--- config.mk ---
export PLATFORM = sky130hd
export DESIGN_NAME = spi_cmd_regbank
export DESIGN_NICKNAME = d
export VERILOG_FILES = /design/src/rtl/scr_pkg.sv /design/src/rtl/scr_wb_regs.sv /design/src/rtl/scr_toggle_pick.sv /design/src/rtl/scr_cmd_track.sv /design/src/rtl/spi_cmd_regbank.sv
export SDC_FILE = /design/constraint.sdc
export NUM_CORES = 1
export LEC_CHECK = 0
export CELL_PAD_IN_SITES_DETAIL_PLACEMENT = 1
export CELL_PAD_IN_SITES_GLOBAL_PLACEMENT = 1
export CORE_ASPECT_RATIO = 2
export CORE_MARGIN = 2
export CORE_UTILIZATION = 41
export CTS_CLUSTER_SIZE = 28
export DETAILED_ROUTE_END_ITERATION = 10
export GPL_TIMING_DRIVEN = 0
export PLACE_DENSITY_LB_ADDON = 0.2
export SYNTH_ARGS = -nofsm -noshare
export SYNTH_HDL_FRONTEND = slang
export SYNTH_SLANG_ARGS = --single-unit
--- constraint.sdc ---
create_clock -name clk -period 3.25 [get_ports clk]
set_input_delay 0.65 -clock clk [delete_from_list [all_inputs] [get_ports clk]]
set_output_delay 0.65 -clock clk [all_outputs]
set_load 0.01 [all_outputs]
--- src/rtl/scr_pkg.sv ---
package scr_pkg;
  localparam int WB_DW = 32;

  typedef enum logic [2:0] {
    RG_CTRL  = 3'd0,
    RG_STAT  = 3'd1,
    RG_PADDR = 3'd2,
    RG_WDATA = 3'd3,
    RG_RDATA = 3'd4,
    RG_CSEL  = 3'd5
  } reg_sel_e;
endpackage

--- src/rtl/scr_wb_regs.sv ---
module scr_wb_regs
  import scr_pkg::*;
#(
  parameter int WB_AW = 5,
  parameter int PAW   = 16,
  parameter int NCHIP = 4
) (
  input  logic               clk,
  input  logic               rst_n,
  input  logic               wb_cyc,
  input  logic               wb_stb,
  input  logic               wb_we,
  input  logic [WB_AW-1:2]   wb_adr,
  input  logic [WB_DW-1:0]   wb_dat_i,
  output logic               wb_ack,
  output logic [WB_DW-1:0]   wb_dat_o,
  output logic               rd_flag,
  output logic [PAW-1:0]     paddr,
  output logic [WB_DW-1:0]   wdata,
  output logic [NCHIP-1:0]   csel,
  input  logic               busy,
  input  logic [WB_DW-1:0]   rdata
);
  localparam int IW = WB_AW - 2;

  logic          access, wr;
  logic [IW-1:0] idx;
  logic [WB_DW-1:0] rd_mux;

  assign access = wb_cyc & wb_stb & ~wb_ack;
  assign wr     = access & wb_we;
  assign idx    = wb_adr;

  always_comb begin
    rd_mux = '0;
    case (idx)
      IW'(RG_CTRL):  rd_mux[0]         = rd_flag;
      IW'(RG_STAT):  rd_mux[0]         = busy;
      IW'(RG_PADDR): rd_mux[PAW-1:0]   = paddr;
      IW'(RG_WDATA): rd_mux            = wdata;
      IW'(RG_RDATA): rd_mux            = rdata;
      IW'(RG_CSEL):  rd_mux[NCHIP-1:0] = csel;
      default:       rd_mux            = '0;
    endcase
  end

  always_ff @(posedge clk) begin
    if (!rst_n) begin
      wb_ack   <= 1'b0;
      wb_dat_o <= '0;
      rd_flag  <= 1'b0;
      paddr    <= '0;
      wdata    <= '0;
      csel     <= '0;
    end else begin
      wb_ack <= access;
      if (access) wb_dat_o <= rd_mux;
      if (wr) begin
        case (idx)
          IW'(RG_CTRL):  rd_flag <= wb_dat_i[0];
          IW'(RG_PADDR): paddr   <= wb_dat_i[PAW-1:0];
          IW'(RG_WDATA): wdata   <= wb_dat_i;
          IW'(RG_CSEL):  csel    <= wb_dat_i[NCHIP-1:0];
          default: ;
        endcase
      end
    end
  end
endmodule

--- src/rtl/scr_toggle_pick.sv ---
module scr_toggle_pick #(
  parameter int NCHIP = 4,
  parameter int CW    = 2
) (
  input  logic             clk,
  input  logic             rst_n,
  input  logic [NCHIP-1:0] csel,
  input  logic             busy,
  output logic             hit,
  output logic [CW-1:0]    hit_idx
);
  logic [NCHIP-1:0] csel_prev, diff;
  logic             found;

  assign diff = csel ^ csel_prev;

  always_ff @(posedge clk) begin
    if (!rst_n) csel_prev <= '0;
    else        csel_prev <= csel;
  end

  // lowest-numbered changed bit wins
  always_comb begin
    found   = 1'b0;
    hit_idx = '0;
    for (int i = 0; i < NCHIP; i++) begin
      if (diff[i] && !found) begin
        found   = 1'b1;
        hit_idx = CW'(i);
      end
    end
  end

  assign hit = found & ~busy;
endmodule

--- src/rtl/scr_cmd_track.sv ---
module scr_cmd_track
  import scr_pkg::*;
#(
  parameter int PAW = 16,
  parameter int CW  = 2
) (
  input  logic             clk,
  input  logic             rst_n,
  input  logic             hit,
  input  logic [CW-1:0]    hit_idx,
  input  logic             rd_flag,
  input  logic [PAW-1:0]   paddr,
  input  logic [WB_DW-1:0] wdata,
  input  logic             eng_done,
  input  logic [WB_DW-1:0] eng_rdata,
  output logic             cmd_start,
  output logic [CW-1:0]    cmd_chip,
  output logic             cmd_rd,
  output logic [PAW-1:0]   cmd_addr,
  output logic [WB_DW-1:0] cmd_wdata,
  output logic             busy,
  output logic [WB_DW-1:0] rdata
);
  always_ff @(posedge clk) begin
    if (!rst_n) begin
      cmd_start <= 1'b0;
      cmd_chip  <= '0;
      cmd_rd    <= 1'b0;
      cmd_addr  <= '0;
      cmd_wdata <= '0;
      busy      <= 1'b0;
      rdata     <= '0;
    end else begin
      cmd_start <= hit;
      if (hit) begin
        busy      <= 1'b1;
        cmd_chip  <= hit_idx;
        cmd_rd    <= rd_flag;
        cmd_addr  <= paddr;
        cmd_wdata <= wdata;
      end else if (busy && eng_done) begin
        busy <= 1'b0;
        if (cmd_rd) rdata <= eng_rdata;
      end
    end
  end
endmodule

--- src/rtl/spi_cmd_regbank.sv ---
module spi_cmd_regbank
  import scr_pkg::*;
#(
  parameter  int WB_AW = 5,
  parameter  int PAW   = 16,
  parameter  int NCHIP = 4,
  localparam int CW    = (NCHIP > 1) ? $clog2(NCHIP) : 1
) (
  input  logic             clk,
  input  logic             rst_n,
  input  logic             wb_cyc,
  input  logic             wb_stb,
  input  logic             wb_we,
  input  logic [WB_AW-1:2] wb_adr,
  input  logic [WB_DW-1:0] wb_dat_i,
  output logic             wb_ack,
  output logic [WB_DW-1:0] wb_dat_o,
  output logic             cmd_start,
  output logic [CW-1:0]    cmd_chip,
  output logic             cmd_rd,
  output logic [PAW-1:0]   cmd_addr,
  output logic [WB_DW-1:0] cmd_wdata,
  input  logic             eng_done,
  input  logic [WB_DW-1:0] eng_rdata
);
  logic             rd_flag, busy, hit;
  logic [PAW-1:0]   paddr;
  logic [WB_DW-1:0] wdata, rdata;
  logic [NCHIP-1:0] csel;
  logic [CW-1:0]    hit_idx;

  scr_wb_regs #(.WB_AW(WB_AW), .PAW(PAW), .NCHIP(NCHIP)) u_regs (
    .clk(clk), .rst_n(rst_n), .wb_cyc(wb_cyc), .wb_stb(wb_stb), .wb_we(wb_we),
    .wb_adr(wb_adr), .wb_dat_i(wb_dat_i), .wb_ack(wb_ack), .wb_dat_o(wb_dat_o),
    .rd_flag(rd_flag), .paddr(paddr), .wdata(wdata), .csel(csel),
    .busy(busy), .rdata(rdata)
  );

  scr_toggle_pick #(.NCHIP(NCHIP), .CW(CW)) u_pick (
    .clk(clk), .rst_n(rst_n), .csel(csel), .busy(busy),
    .hit(hit), .hit_idx(hit_idx)
  );

  scr_cmd_track #(.PAW(PAW), .CW(CW)) u_track (
    .clk(clk), .rst_n(rst_n), .hit(hit), .hit_idx(hit_idx),
    .rd_flag(rd_flag), .paddr(paddr), .wdata(wdata),
    .eng_done(eng_done), .eng_rdata(eng_rdata),
    .cmd_start(cmd_start), .cmd_chip(cmd_chip), .cmd_rd(cmd_rd),
    .cmd_addr(cmd_addr), .cmd_wdata(cmd_wdata), .busy(busy), .rdata(rdata)
  );
endmodule

==> results.json <==
{
  "outcome": "finished, final reports clean",
  "yosys.area.top_type": "dfxtp_1",
  "seq_area_sq_um": 3500,
  "fmax_mhz": 487,
  "setup-tns-final_ns": 0,
  "grt-ovfl-total": 0,
  "max_stage_delay_ns": 0.56,
  "pre_cts_ws_ns": 0.800,
  "numCtsBuffers": 17,
  "synth_nets": 863,
  "path_buf_inv": 1,
  "ys_warn_count": 0,
  "grt.busiest_layer": "met2",
  "cts_resized": 0,
  "min_period_ns": 2.05,
  "worst_setup_path_start_kind": "flip-flop",
  "synthCells": 790,
  "drtAntennaViolNets": 0,
  "totalWireLength_microns": 24500,
  "cp.depth": 1,
  "crit_chain": "clkdlybuf4s50_1",
  "viasPerCell": 5.49,
  "synth_area_per_cell_sq_um": 9.03,
  "routedWlPerCell_microns": 20.7,
  "grt_pass1_vias": 6922,
  "ys_types": 45,
  "crit_slowest_cell": "clkdlybuf4s50_1",
  "dpl.hpwl_microns": 18600,
  "die_x_microns": 97.3,
  "crit_type": "flip-flop to primary output",
  "skew_ns": 0.0150,
  "final_cells": 1187,
  "multi_input_area_sq_um": 3170,
  "yosysTopAreaCellShare_pct": 49.1,
  "max_cap_violations": 0,
  "setup_slack_ns": 1.20,
  "drc": 0,
  "crit_family": "buffers and inverters",
  "worst_r2r_path_depth": 5,
  "clock_path_buffers": 2,
  "tightest_slew_ns": 0.709,
  "synth_edf_count": 0,
  "drive_above_1_share_pct": 10.3,
  "placementRows": 68,
  "setup_viol": 0,
  "die_area_sq_um": 18500,
  "gp_congestion": 0.811,
  "synthFlopType": "dfxtp_1",
  "grt_max_degree": 17,
  "grt_pass1_wl_microns": 37700,
  "clk_pin_slew_ns": 0.08,
  "grt_usage_pct": 26.3,
  "num_vias": 6511,
  "htree_levels": 4,
  "gr-usage-met2_pct": 52.9,
  "drt_iter0_drc": 215,
  "final_max_slew_viol_count": 0,
  "clk_latency_ns": 0.43,
  "antenna_found_initial": 0,
  "synthMostInstantiatedCell": "nand2_1",
  "synth.area.top_cells": "dfxtp_1 49%, nand2_1 9.7%, nand3_1 7.9%, o21ai_0 3.9%, a21boi_0 3.4%",
  "dr.pass1.iters": 4,
  "synth_seq_cells": 175,
  "holdPathEnd": "u_track.cmd_addr[0]",
  "cts_hold_buf": 0,
  "p_per_area_nw_per_um2": 492,
  "reg2reg_from": "u_track.busy",
  "r2r-end": "u_track.rdata[6]",
  "dp.cells": 1155,
  "synthTopCellsByCount": "184 x nand2_1, 175 x dfxtp_1, 112 x nand3_1",
  "slew_headroom_pct": 52.7,
  "yosysSeqAreaShare_pct": 49.1,
  "cp-startpoint": "u_regs.wb_dat_o[3]",
  "hold_start": "u_track.cmd_addr[0]",
  "diodes": 0,
  "syn_area_sq_um": 7130,
  "cp_data_required_time_ns": 2.60,
  "use_met1_pct": 25.9,
  "clock-sinks": 175,
  "hold_viol": 0,
  "use_met3_pct": 3.92,
  "peakVddDrop_v": 0.000360,
  "p_leak_nw": 3.66,
  "cts_tree": "done",
  "fillerInstances": 1992,
  "die_h_microns": 191,
  "arrival_ns": 1.40,
  "cts_setup_buffers": 0,
  "area_growth_pct": 33.8,
  "cts-root-buf": "clkbuf_16",
  "pin_count": 158,
  "rsz0062_at_grt": "false",
  "regToRegSetupSlack_ns": 1.48,
  "cp-end-kind": "primary output",
  "fin_crit_sh_pct": 63.1,
  "synth-async-reset-ratio_pct": 0,
  "core_region_area_sq_um": 17200,
  "crit_fanout": 2,
  "worstHoldPathCells": 2,
  "finalNetCount": 1037,
  "start_util_pct": 41.5,
  "numPortBuffers": 155,
  "hold_class": "flip-flop to flip-flop"
}
-- cell usage in the layout, fill, tap and decap left out, drive strengths merged, types with 2 or more instances in the layout --
master / instances
inv: 5
nor3b: 19
mux2: 12
mux2i: 5
nor3: 2
nand3: 112
buf: 39
and3b: 3
clkbuf: 53
nand2: 184
clkdlybuf4s50: 155
and3: 2
a21boi: 50
xnor2: 4
nand2b: 3
a221oi: 16
nor2: 17
o21ai: 58
a221o: 12
nor2b: 4
and2: 6
a22oi: 4
clkinv: 2
clkinvlp: 4
bufinv: 2
a32o: 2
nand4: 2
dfxtp: 175
a21oi: 2
o211a: 14
-- kinds of logic (layout without fill, tap and decap cells) --
logic type | Yosys count | in the layout | share of synthesized area, %
DFF | 175 | 175 | 49.1
muxes | 17 | 17 | 3.12
and+or+nand+nor | 357 | 357 | 23.4
xor gates and xnor gates | 5 | 5 | 0.614
AOI/OAI and AO/OA | 163 | 163 | 17.4
buffers and inverters | 73 | 260 | 6.44
-- state kept, by name (all words and copies together) (netlist names), 2 cells and up --
signal	cells
u_regs.wb_dat_o	32
u_regs.wdata	32
u_track.cmd_wdata	32
u_track.rdata	32
u_regs.paddr	16
u_track.cmd_addr	16
u_pick.csel_prev	4
u_regs.csel	4
u_track.cmd_chip	2
-- layer usage --
layer / part of all wire, % / vias to the layer above
met5: 0 / -
met4: 3.4 / 0
met3: 3.4 / 49
met2: 56 / 168
met1: 37 / 3198
li1: - / 3096
-- power breakdown --
group	internal [mW]	total [mW]	leakage [nW]	switching, mW
combinational	0.197	0.400	1.97	0.203
clock	1.17	2.10	0.278	0.932
sequential	2.17	2.19	1.41	0.0207
-- through the flow --
step	instance area [sq um]	hold WS (ns)	total power [mW]	utilization (%)
after global routing	9540	0.479	4.83	55.5
final	9540	0.463	4.69	55.5
after floorplan	7130	0.435	2.42	-
after CTS	9540	0.470	4.72	55.5
after global placement	8950	0.441	2.64	52.1
after detailed placement	8950	0.455	2.64	52.1
-- how the worst max path moves through the flow --
stage and end:
6_report wb_dat_o[3], 2_1_floorplan u_regs.wb_dat_o[10], 4_1_cts wb_dat_o[3], 3_3_place_gp u_regs.wdata[10], 3_5_place_dp u_regs.wb_dat_o[0], 5_1_grt u_regs.wb_dat_o[0]
-- cell type report --
cell class                 instances  share of cell area [%]
sequential                       175                    36.7
multi-input combinational        542                    33.2
timing repair buffer             155                    16.3
buffer                            73                    4.81
clock buffer                      19                    4.64
tap                              210                    2.75
clock inverter                    13                    1.59
Power figures use the tool's default switching activity.
